File: src/rtl/lpmon_pkg.sv
package lpmon_pkg;
  typedef enum logic [1:0] {
    FLT_NONE   = 2'd0,
    FLT_TRUNC  = 2'd1,
    FLT_ABSENT = 2'd2,
    FLT_ORDER  = 2'd3
  } fault_e;

  typedef enum logic [2:0] {
    ST_WAIT,
    ST_STOP,
    ST_LO1,
    ST_LO0,
    ST_BURST
  } seq_e;

  typedef enum logic [2:0] {
    OP_HOLD,
    OP_NEW01,
    OP_INC01,
    OP_NEW00,
    OP_INC00
  } cnt_op_e;

  typedef struct packed {
    logic hs;
    logic dp;
    logic dn;
  } lane_t;

  localparam int LANE_W = $bits(lane_t);

  localparam logic [1:0] CODE_STOP = 2'b11;
  localparam logic [1:0] CODE_LO1  = 2'b01;
  localparam logic [1:0] CODE_LO0  = 2'b00;
endpackage

File: src/rtl/lpmon_sync.sv
module lpmon_sync #(
  parameter int W      = 3,
  parameter int STAGES = 2
) (
  input  logic         clk,
  input  logic         rst,
  input  logic [W-1:0] d_in,
  output logic [W-1:0] d_out
);
  logic [STAGES-1:0] chain [W];

  for (genvar b = 0; b < W; b++) begin : g_bit
    always_ff @(posedge clk) begin
      if (rst) chain[b] <= '0;
      else     chain[b] <= {chain[b][STAGES-2:0], d_in[b]};
    end
    assign d_out[b] = chain[b][STAGES-1];
  end
endmodule

File: src/rtl/lpmon_deglitch.sv
module lpmon_deglitch #(
  parameter int W = 3
) (
  input  logic         clk,
  input  logic         rst,
  input  logic [W-1:0] d_in,
  output logic [W-1:0] d_out
);
  logic [W-1:0] prev_q;
  logic [W-1:0] filt_q;

  always_ff @(posedge clk) begin
    if (rst) begin
      prev_q <= '0;
      filt_q <= '0;
    end else begin
      prev_q <= d_in;
      if (d_in == prev_q) filt_q <= d_in;
    end
  end

  assign d_out = filt_q;
endmodule

File: src/rtl/lpmon_seq.sv
module lpmon_seq
  import lpmon_pkg::*;
#(
  parameter int               CNT_W  = 8,
  parameter logic [CNT_W-1:0] TLPX_T = 5,
  parameter logic [CNT_W-1:0] PLAT_T = 5
) (
  input  logic             clk,
  input  logic             rst,
  input  lane_t            lane,
  output logic             ok_o,
  output logic             flt_o,
  output logic [1:0]       code_o,
  output logic [CNT_W-1:0] len_o,
  output logic             err_o
);
  localparam logic [CNT_W-1:0] CNT_MAX = '1;
  localparam logic [CNT_W-1:0] CNT_ONE = CNT_W'(1);

  seq_e             state, nstate;
  cnt_op_e          op;
  fault_e           rcode;
  logic             do_ok, do_flt, clr_err, short_plat;
  logic [CNT_W-1:0] c01, c00, plat;
  logic [CNT_W-1:0] c01_nx, c00_nx, plat_nx, rlen;
  logic [1:0]       lp;
  logic             is_stop;

  assign lp      = {lane.dp, lane.dn};
  assign is_stop = !lane.hs && (lp == CODE_STOP);
  assign c01_nx  = (c01 == CNT_MAX)  ? c01  : c01 + CNT_ONE;
  assign c00_nx  = (c00 == CNT_MAX)  ? c00  : c00 + CNT_ONE;
  assign plat_nx = (plat == CNT_MAX) ? plat : plat + CNT_ONE;
  assign short_plat = (plat < PLAT_T) || (c01 < TLPX_T) || (c00 < TLPX_T);

  always_comb begin
    nstate  = state;
    op      = OP_HOLD;
    do_ok   = 1'b0;
    do_flt  = 1'b0;
    clr_err = 1'b0;
    rcode   = FLT_NONE;
    rlen    = plat;
    case (state)
      ST_WAIT: begin
        if (is_stop) begin
          nstate  = ST_STOP;
          clr_err = 1'b1;
        end
      end
      ST_STOP: begin
        rlen = '0;
        if (lane.hs) begin
          do_flt = 1'b1; rcode = FLT_ABSENT; nstate = ST_WAIT;
        end else if (lp == CODE_LO1) begin
          nstate = ST_LO1; op = OP_NEW01;
        end else if (lp != CODE_STOP) begin
          do_flt = 1'b1; rcode = FLT_ORDER; nstate = ST_WAIT;
        end
      end
      ST_LO1: begin
        if (lane.hs) begin
          do_flt = 1'b1; rcode = FLT_ORDER; nstate = ST_WAIT;
        end else if (lp == CODE_LO1) begin
          op = OP_INC01;
        end else if (lp == CODE_LO0) begin
          nstate = ST_LO0; op = OP_NEW00;
        end else begin
          do_flt = 1'b1; rcode = FLT_ORDER; nstate = ST_WAIT;
        end
      end
      ST_LO0: begin
        if (lane.hs) begin
          if (short_plat) begin
            do_flt = 1'b1; rcode = FLT_TRUNC; nstate = ST_WAIT;
          end else begin
            do_ok = 1'b1; nstate = ST_BURST;
          end
        end else if (lp == CODE_LO0) begin
          op = OP_INC00;
        end else begin
          do_flt = 1'b1; rcode = FLT_ORDER; nstate = ST_WAIT;
        end
      end
      ST_BURST: begin
        if (is_stop) nstate = ST_STOP;
      end
      default: nstate = ST_WAIT;
    endcase
  end

  always_ff @(posedge clk) begin
    if (rst) begin
      state  <= ST_WAIT;
      c01    <= '0;
      c00    <= '0;
      plat   <= '0;
      ok_o   <= 1'b0;
      flt_o  <= 1'b0;
      code_o <= FLT_NONE;
      len_o  <= '0;
      err_o  <= 1'b0;
    end else begin
      state  <= nstate;
      ok_o   <= do_ok;
      flt_o  <= do_flt;
      code_o <= rcode;
      len_o  <= (do_ok || do_flt) ? rlen : '0;
      if (do_flt)       err_o <= 1'b1;
      else if (clr_err) err_o <= 1'b0;
      case (op)
        OP_NEW01: begin c01 <= CNT_ONE; c00 <= '0; plat <= CNT_ONE; end
        OP_INC01: begin c01 <= c01_nx; plat <= plat_nx; end
        OP_NEW00: begin c00 <= CNT_ONE; plat <= plat_nx; end
        OP_INC00: begin c00 <= c00_nx; plat <= plat_nx; end
        default:  ;
      endcase
    end
  end
endmodule

File: src/rtl/lp_entry_monitor.sv
module lp_entry_monitor
  import lpmon_pkg::*;
#(
  parameter int SAMPLE_PS = 2000,
  parameter int TLPX_PS   = 50000,
  parameter int PLAT_PS   = 50000,
  parameter int CNT_W     = 8
) (
  input  logic             clk,
  input  logic             rst,
  input  logic             lp_dp,
  input  logic             lp_dn,
  input  logic             hs_det,
  output logic             start_ok,
  output logic             start_fault,
  output logic [1:0]       fault_code,
  output logic [CNT_W-1:0] plat_len,
  output logic             err_flag
);
  localparam int TLPX_TICKS = (TLPX_PS + SAMPLE_PS - 1) / SAMPLE_PS;
  localparam int PLAT_TICKS = (PLAT_PS + SAMPLE_PS - 1) / SAMPLE_PS;
  localparam logic [CNT_W-1:0] TLPX_T = CNT_W'(TLPX_TICKS);
  localparam logic [CNT_W-1:0] PLAT_T = CNT_W'(PLAT_TICKS);

  logic [LANE_W-1:0] raw_v, sync_v, filt_v;
  lane_t             lane;

  assign raw_v = {hs_det, lp_dp, lp_dn};

  lpmon_sync #(.W(LANE_W), .STAGES(2)) u_sync (
    .clk(clk), .rst(rst), .d_in(raw_v), .d_out(sync_v)
  );

  lpmon_deglitch #(.W(LANE_W)) u_filt (
    .clk(clk), .rst(rst), .d_in(sync_v), .d_out(filt_v)
  );

  assign lane = lane_t'(filt_v);

  lpmon_seq #(.CNT_W(CNT_W), .TLPX_T(TLPX_T), .PLAT_T(PLAT_T)) u_seq (
    .clk(clk), .rst(rst), .lane(lane),
    .ok_o(start_ok), .flt_o(start_fault), .code_o(fault_code),
    .len_o(plat_len), .err_o(err_flag)
  );
endmodule

File: config.mk
export PLATFORM = sky130hd
export DESIGN_NAME = lp_entry_monitor
export DESIGN_NICKNAME = d
export VERILOG_FILES = /design/src/rtl/lpmon_pkg.sv /design/src/rtl/lpmon_sync.sv /design/src/rtl/lpmon_deglitch.sv /design/src/rtl/lpmon_seq.sv /design/src/rtl/lp_entry_monitor.sv
export SDC_FILE = /design/constraint.sdc
export NUM_CORES = 1
export LEC_CHECK = 0
export BUFFER_PORTS_ARGS = -buffer_cell sky130_fd_sc_hd__buf_2
export CAP_MARGIN = 20
export CORE_UTILIZATION = 57
export CTS_CLUSTER_SIZE = 10
export DETAILED_ROUTE_END_ITERATION = 16
export PLACE_DENSITY = 0.85
export RECOVER_POWER = 50
export SLEW_MARGIN = 20
export SYNTH_ARGS = -nofsm -noshare
export SYNTH_HDL_FRONTEND = slang
export SYNTH_SLANG_ARGS = --single-unit
export TNS_END_PERCENT = 20
File: constraint.sdc
create_clock -name clk -period 5.1 [get_ports clk]
set_input_delay 1.02 -clock clk [delete_from_list [all_inputs] [get_ports clk]]
set_output_delay 1.02 -clock clk [all_outputs]
set_load 0.05 [all_outputs]
# [After elaboration in Yosys (flattened, before gate mapping)]
# Memories as Yosys holds them, arrays and structs flattened.
# Cells that the tools add are included.
[word_totals] register_bits=46 ram_bits=6 in_bits=5 output_inout_bits=13 wordCells=117 mem_count=1
[mem_list] name="u_sync.chain" words=3 word_bits=2 read_ports=3 rd_ports_with_merged_regs=0 wr=3 line_no="lpmon_sync.sv:10" source="logic [STAGES-1:0] chain [W];"
[classes] add_sub_neg=3 magnitude_cmp=3 n_eq_ne=22 mux=55 bitwise=4 n_reduce_logical=18
[op_table] cell="2-to-1 mux 3 bit" count=14
[op_table] cell="case mux 8 bit (2 select lines)" count=2
[op_table] cell="adder 8 x 1 -> 8 bit (second input constant)" count=3
[op_table] cell="equality test 8 bit (second input constant)" count=3
[op_table] cell="< comparator 8 x 5 -> 1 bit (second input constant)" count=3
[op_table] cell="2-to-1 mux 8 bit" count=3
[op_table] cell="case mux 8 bit (3 select lines)" count=1
[op_table] cell="2-to-1 mux 2 bit" count=11
[op_table] cell="2-to-1 mux 1 bit" count=20
[op_table] cell="equality test 3 x 2 -> 1 bit (second input constant)" count=4
[op_table] cell="case mux 3 bit (4 select lines)" count=1
[op_table] cell="case mux 3 bit (3 select lines)" count=1
[op_table] cell="inequality test 2 bit (second input constant)" count=4
[op_table] cell="equality test 3 x 1 -> 1 bit (second input constant)" count=2
[op_table] cell="equality test 3 bit (second input constant)" count=2
[op_table] cell="inequality test 3 bit (second input constant)" count=2
[op_table] cell="case mux 2 bit (3 select lines)" count=1
[op_table] cell="AND reduction 2 bit" count=3
[op_table] cell="nonzero test 2 bit" count=3
[op_table] cell="OR reduction 3 bit" count=2
[op_table] cell="inequality test 4 x 2 -> 1 bit (second input constant)" count=1
[op_table] cell="AND reduction 4 bit" count=1
[op_table] cell="equality test 3 bit" count=1
[op_table] cell="logical NOT 3 bit" count=1
[op_table] cell="other kinds (12)" count=16

# [Logic depth before layout (Yosys ltp)]
[logic_depth] word_depth=9 depth_mapped=7 mapped_depth_nobuf=7

# [Hierarchy]
# A second synthesis with hierarchy kept.
[hier_totals] hier_cells=265 area_unflattened_um2=2361.0
[modules_own_cells] mod="lpmon_seq" instances=1 cells_each=229 area_per_inst_um2=1948.1 seq_area_each_um2=800.8
[modules_own_cells] mod="lpmon_deglitch" instances=1 cells_each=21 area_per_inst_um2=232.7 seq_area_each_um2=120.1
[modules_own_cells] mod="lpmon_sync" instances=1 cells_each=15 area_per_inst_um2=180.2 seq_area_each_um2=120.1

# [Worst setup path before layout]
# Ideal clock, no wire load.
[synth_timing] path_kind="reg-to-reg" start="register u_filt.filt_q[1] (netlist: u_filt.d_out[1])" end="register u_seq.c01[7]" setup_ns=0.070 arrival_ns=1.820 required_ns=5.030 setup_slack_ns=3.210 path_stages_with_launch=6 path_buffers=0 period_less_slack_ns=1.890 path_cell_list="dfxtp_1 or4b_4 a211oi_4 nand2_2 or4_1 a21oi_1"
[synth_between] elab_chain_cells=8 word_cells_on_any_way=16 cone_classes="4 x eq/ne; 9 x mux; 3 x reduce/logical"
[synth_lines] item="from (decl)" line_no="lpmon_deglitch.sv:10" source="logic [W-1:0] filt_q;"
[synth_lines] item="from (signal assigned)" line_no="lpmon_deglitch.sv:18" source="if (d_in == prev_q) filt_q <= d_in;"
[synth_lines] item="logical NOT 2 bit" line_no="lpmon_seq.sv:66, lpmon_seq.sv:79"
[synth_lines] item="2-to-1 mux 2 bit" line_no="lpmon_seq.sv:66" source="end else if (lp == CODE_LO0) begin"
[synth_lines] item="2-to-1 mux 3 bit" line_no="lpmon_seq.sv:64" source="end else if (lp == CODE_LO1) begin"
[synth_lines] item="2-to-1 mux 3 bit" line_no="lpmon_seq.sv:62" source="if (lane.hs) begin"
[synth_lines] item="case mux 3 bit (3 select lines) (*)" line_no="lpmon_seq.sv:44" source="case (state)"
[synth_lines] item="equality test 3 x 2 -> 1 bit / equality test 3 x 1 -> 1 bit (equally long branches)" line_no="lpmon_seq.sv:111" source="case (op)"
[synth_lines] item="inequality test 2 bit (no source line) / nonzero test 2 bit (equally long branches)"
[synth_lines] item="AND reduction 2 bit (no source line)"
[synth_lines] item="to (signal assigned)" line_no="lpmon_seq.sv:113" source="OP_INC01: begin c01 <= c01_nx; plat <= plat_nx; end"
[synth_lines] item="to (decl)" line_no="lpmon_seq.sv:24" source="logic [CNT_W-1:0] c01, c00, plat;"
# Every way passes the cells marked *; elsewhere a longest branch is shown, timed or not.
# A chain may end at the register's enable or synchronous reset.

# [Worst setup path after layout]
[layout_timing] start="input rst" end="register u_seq.len_o[5]"
[layout_between] elab_chain_cells=1
[layout_lines] item="from (decl)" line_no="lp_entry_monitor.sv:10" source="input logic rst,"
[layout_lines] item="OR reduction 3 bit (no source line)"
[layout_lines] item="to (signal assigned)" line_no="lpmon_seq.sv:108" source="len_o <= (do_ok || do_flt) ? rlen : '0;"
[layout_lines] item="to (decl)" line_no="lpmon_seq.sv:14" source="output logic [CNT_W-1:0] len_o,"
# Every way passes these cells.

==> impl_results.md <==
- Worst skew pair latency: 300 ps
- Worst EP arrival: 2670 ps
- Post-route DRC: 0
- RD Place Congestion: 0.823
- Utilization of the core after routing: a little under two thirds
- Largest net degree at the start of global routing: 37
- Length of routed met3 wiring: 158 um
- Worst min-delay path category: flip-flop to flip-flop
- Gate count after technology mapping: around 280
- Clk sinks: 52
- Largest voltage drop on the vdd net: 0.142 mV
- ANT cells: 0
- Wire length reported by the detailed router: 4330 um
- Total number of yosys warnings: 0
- Leakage component of the power: 0.897 nW
- Dominant combinational cell family by area after synthesis: simple AND/OR/NAND/NOR gates
- Top sig layer: met4
- Min cycle time layout: ~2500 ps
- Proportion of layout cells with a drive suffix above 1: 7.19%
- Critical Path Start Type: primary input
- Complex-gate fraction of the synthesized area: 18.0%
- Hold buffer count at CTS: 0
- Combinational Power Share: 2.4%
- Area share of fa/ha/maj cells after synthesis: 3.16%
- Overall die height: 66.6 um
- Chip Width: 66.6 um
- Power density relative to cell area: 260 nW/um2
- Remaining Overflow, GRT: 0
- Post-CTS setup-driven buffer insertion count: 0
- Clock Pin Slew Worst Setup and Hold Paths: 90 ps
- Maxcap violations: 0
- Fraction of synthesized area in multiplexers: 0%
- Drt first-iter violations: 129
- Fin. Hold Viols: 0
- Total routing usage reported by global routing: 21.8%
- Count of nets after finishing: 302
- Die area: 4430 um2
- Sequential fraction of the synthesis area: 43.8%
- H-tree depth: 2
- Net count of the mapped netlist: 290
- HPWL reported at the end of detailed placement: a little under 3000 um
- Routed wire length on met2: between 2000 and 2500 um
- FF-to-FF Start: u_seq.state[1]
- Switching component of the power: 141 uW
- Largest cells by area after synthesis: sky130_fd_sc_hd__dfxtp_1 44%, sky130_fd_sc_hd__a21oi_1 4.4%, sky130_fd_sc_hd__nand2_1 4.1%
- Average cell area after synthesis: 8.52 um2
- Starting Density: 59.4%
- Area growth, synth to finish: 7.53%
- Post-synthesis sequential element count: between 50 and 60
- Simple-gate area share of the yosys netlist: 28.8%
- Required @ worst endpoint: roughly 5300 ps
- Type of the worst setup path: primary input to flip-flop
- Number of global-route vias before repair: 1757
- Routed WL per cell: 12.7 um
- FMAX: 405 MHz
- Kind of end point of the critical path: flip-flop
- Post-synthesis cell area: 2380 um2
- Detail Route Antenna Nets: 0
- Internal power: 523 uW
- Portion of total power attributed to sequential cells: 62.1%
- Internal reg-to-reg setup slack: 2860 ps
- CTS tree: yes
- Portion of synthesized cell area occupied by the leading cell type: 43.8%
- Number of ports placed on the die boundary: 18
- Number of setup violations in the final report: 0
- Most common cell after layout, fill and taps aside: sky130_fd_sc_hd__dfxtp_1
- Part of the power in the clock network: a little over a third
- Total Power: 664 uW
- Worst max-slew margin expressed relative to the limit: 2.81%
- Count of placed standard cells in the final layout, fillers left out: 342
- Root buf cell: sky130_fd_sc_hd__clkbuf_8
- Final Cycle Share: 48.4%
- Actual transition at the worst max-transition pin: ~1500 ps
- Vias per cell: between 5 and 6
- Run status: finished, final reports clean
- Count of TritonRoute iterations in the first routing pass: 4
- Critical Path Start: rst
- Crit-path max FO: 36
- Number of CTS-inserted buffers: 5
- Critical path capture point: u_seq.len_o[5]
- Unrepaired setup endpoints after global routing: false
- Initial antenna violation count: 0
- FP Rows: 23
- Port buffer count: 17
- Global-route wire length before repair: 7470 um
- Total vias in the final route: 1997
- Switching part of the total power: 21.2%
- WL met1: roughly 2100 um
- Cells after DPL: 334
- Endpoint of the most critical register-to-register path: u_seq.c00[7]
- Clk buf depth: 2
- Max-slew violation total from the final report: 0
- Count of cells resized by post-cts repair: 0
- Post-route cell area: 2550 um2
- Post-synthesis xor/xnor area fraction: 2.95%
- Reg2Reg Depth: 5
- Skew final: 11.5 ps
- Commonest cells after routing, fill and taps aside: 52 x sky130_fd_sc_hd__dfxtp_1, 26 x sky130_fd_sc_hd__nand2_1, 22 x sky130_fd_sc_hd__nor2_1, 21 x sky130_fd_sc_hd__a21oi_1, 15 x sky130_fd_sc_hd__nor2b_1
- Instance area after placement: 2480 um2
- Yosys top cell by area: sky130_fd_sc_hd__dfxtp_1
- Core area: 4000 um2
- Setup Total Neg Slack: 0 ps
- Number of library cell types mapped by synthesis: 43
==> per-layer routing <==
layer | up-vias | GRT usage [%]
li1 | 1013 | -
met1 | 942 | 26.5
met2 | 35 | 35.0
met3 | 7 | 5.99
met4 | 0 | 10.9
met5 | - | 0
==> worst max-delay path, stage by stage <==
cell and delay, ps:
sky130_fd_sc_hd__clkbuf_1 1040, sky130_fd_sc_hd__a211oi_1 320, sky130_fd_sc_hd__and2_1 290
==> cells in the mapped netlist, drive strengths merged <==
master / instances
dfxtp: 52
a21boi: 1
nor2b: 15
nand3: 11
and3: 7
or2: 4
a31oi: 4
inv: 9
ha: 6
buf: 1
nand4: 4
a21o: 1
nor3: 6
o31ai: 4
o21ai: 10
and2: 8
clkbuf: 11
nand2: 27
a221oi: 1
or4: 5
o211ai: 1
and4b: 1
a21oi: 21
or3b: 1
xor2: 7
a311oi: 3
a211oi: 7
o21bai: 2
nand2b: 6
a2111oi: 2
o21a: 3
nor2: 22
o41ai: 1
and4: 1
or3: 8
nand3b: 1
o311a: 1
or4b: 1
o32a: 2
xnor2: 1
==> final cells by class <==
cell class	instances	area, um2
clock inverters	2	10.0
fillers	353	1450
repair buffers	17	70.1
inverters	9	33.8
well taps	50	62.6
clock buffers	6	82.6
multi-input cells	206	1250
flip-flops and latches	52	1040
==> logic make-up after synthesis <==
kind of cell / count (synthesis)
AOI/OAI and AO/OA: 64
and+or+nand+nor: 128
xor gates and xnor gates: 8
buffers and inverters: 21
DFF: 52
adders and majority gates: 6
==> worst min path at each step <==
stage / from / end / slack (ps) / cells after the start
after detailed placement: u_sync.chain[0][0] / u_sync.chain[0][1] / 430 / 1
after CTS: u_sync.chain[1][0] / u_sync.chain[1][1] / 450 / 1
after global routing: u_sync.chain[0][0] / u_sync.chain[0][1] / 470 / 1
final: u_sync.chain[1][0] / u_sync.chain[1][1] / 440 / 1
after global placement: u_sync.chain[0][0] / u_sync.chain[0][1] / 420 / 1
after floorplan: u_sync.chain[0][0] / u_sync.chain[0][1] / 410 / 1
==> flip-flops by register name (all words and copies together) (netlist names), 2 cells and up <==
signal	flops
u_seq.state	3
u_seq.plat	8
u_sync.chain	6
u_filt.d_out	3
u_seq.c01	8
u_seq.len_o	8
u_seq.code_o	2
u_filt.prev_q	3
u_seq.c00	8
==> power by group through the flow <==
stage / Sequential [mW] / Clock, mW / Combinational, mW
2_1_floorplan: 0.420 / 0 / 0.0137
6_report: 0.412 / 0.236 / 0.0158
5_1_grt: 0.413 / 0.260 / 0.0176
3_3_place_gp: 0.422 / 0 / 0.0155
3_5_place_dp: 0.422 / 0 / 0.0159
4_1_cts: 0.412 / 0.243 / 0.0160
==> through the flow <==
step,setup slack [ps],hold WS [ps]
2_1_floorplan,3210,414
3_3_place_gp,2940,421
3_5_place_dp,2860,427
4_1_cts,2860,446
5_1_grt,2430,466
6_report,2630,442
(Power assumes the default switching activity.)
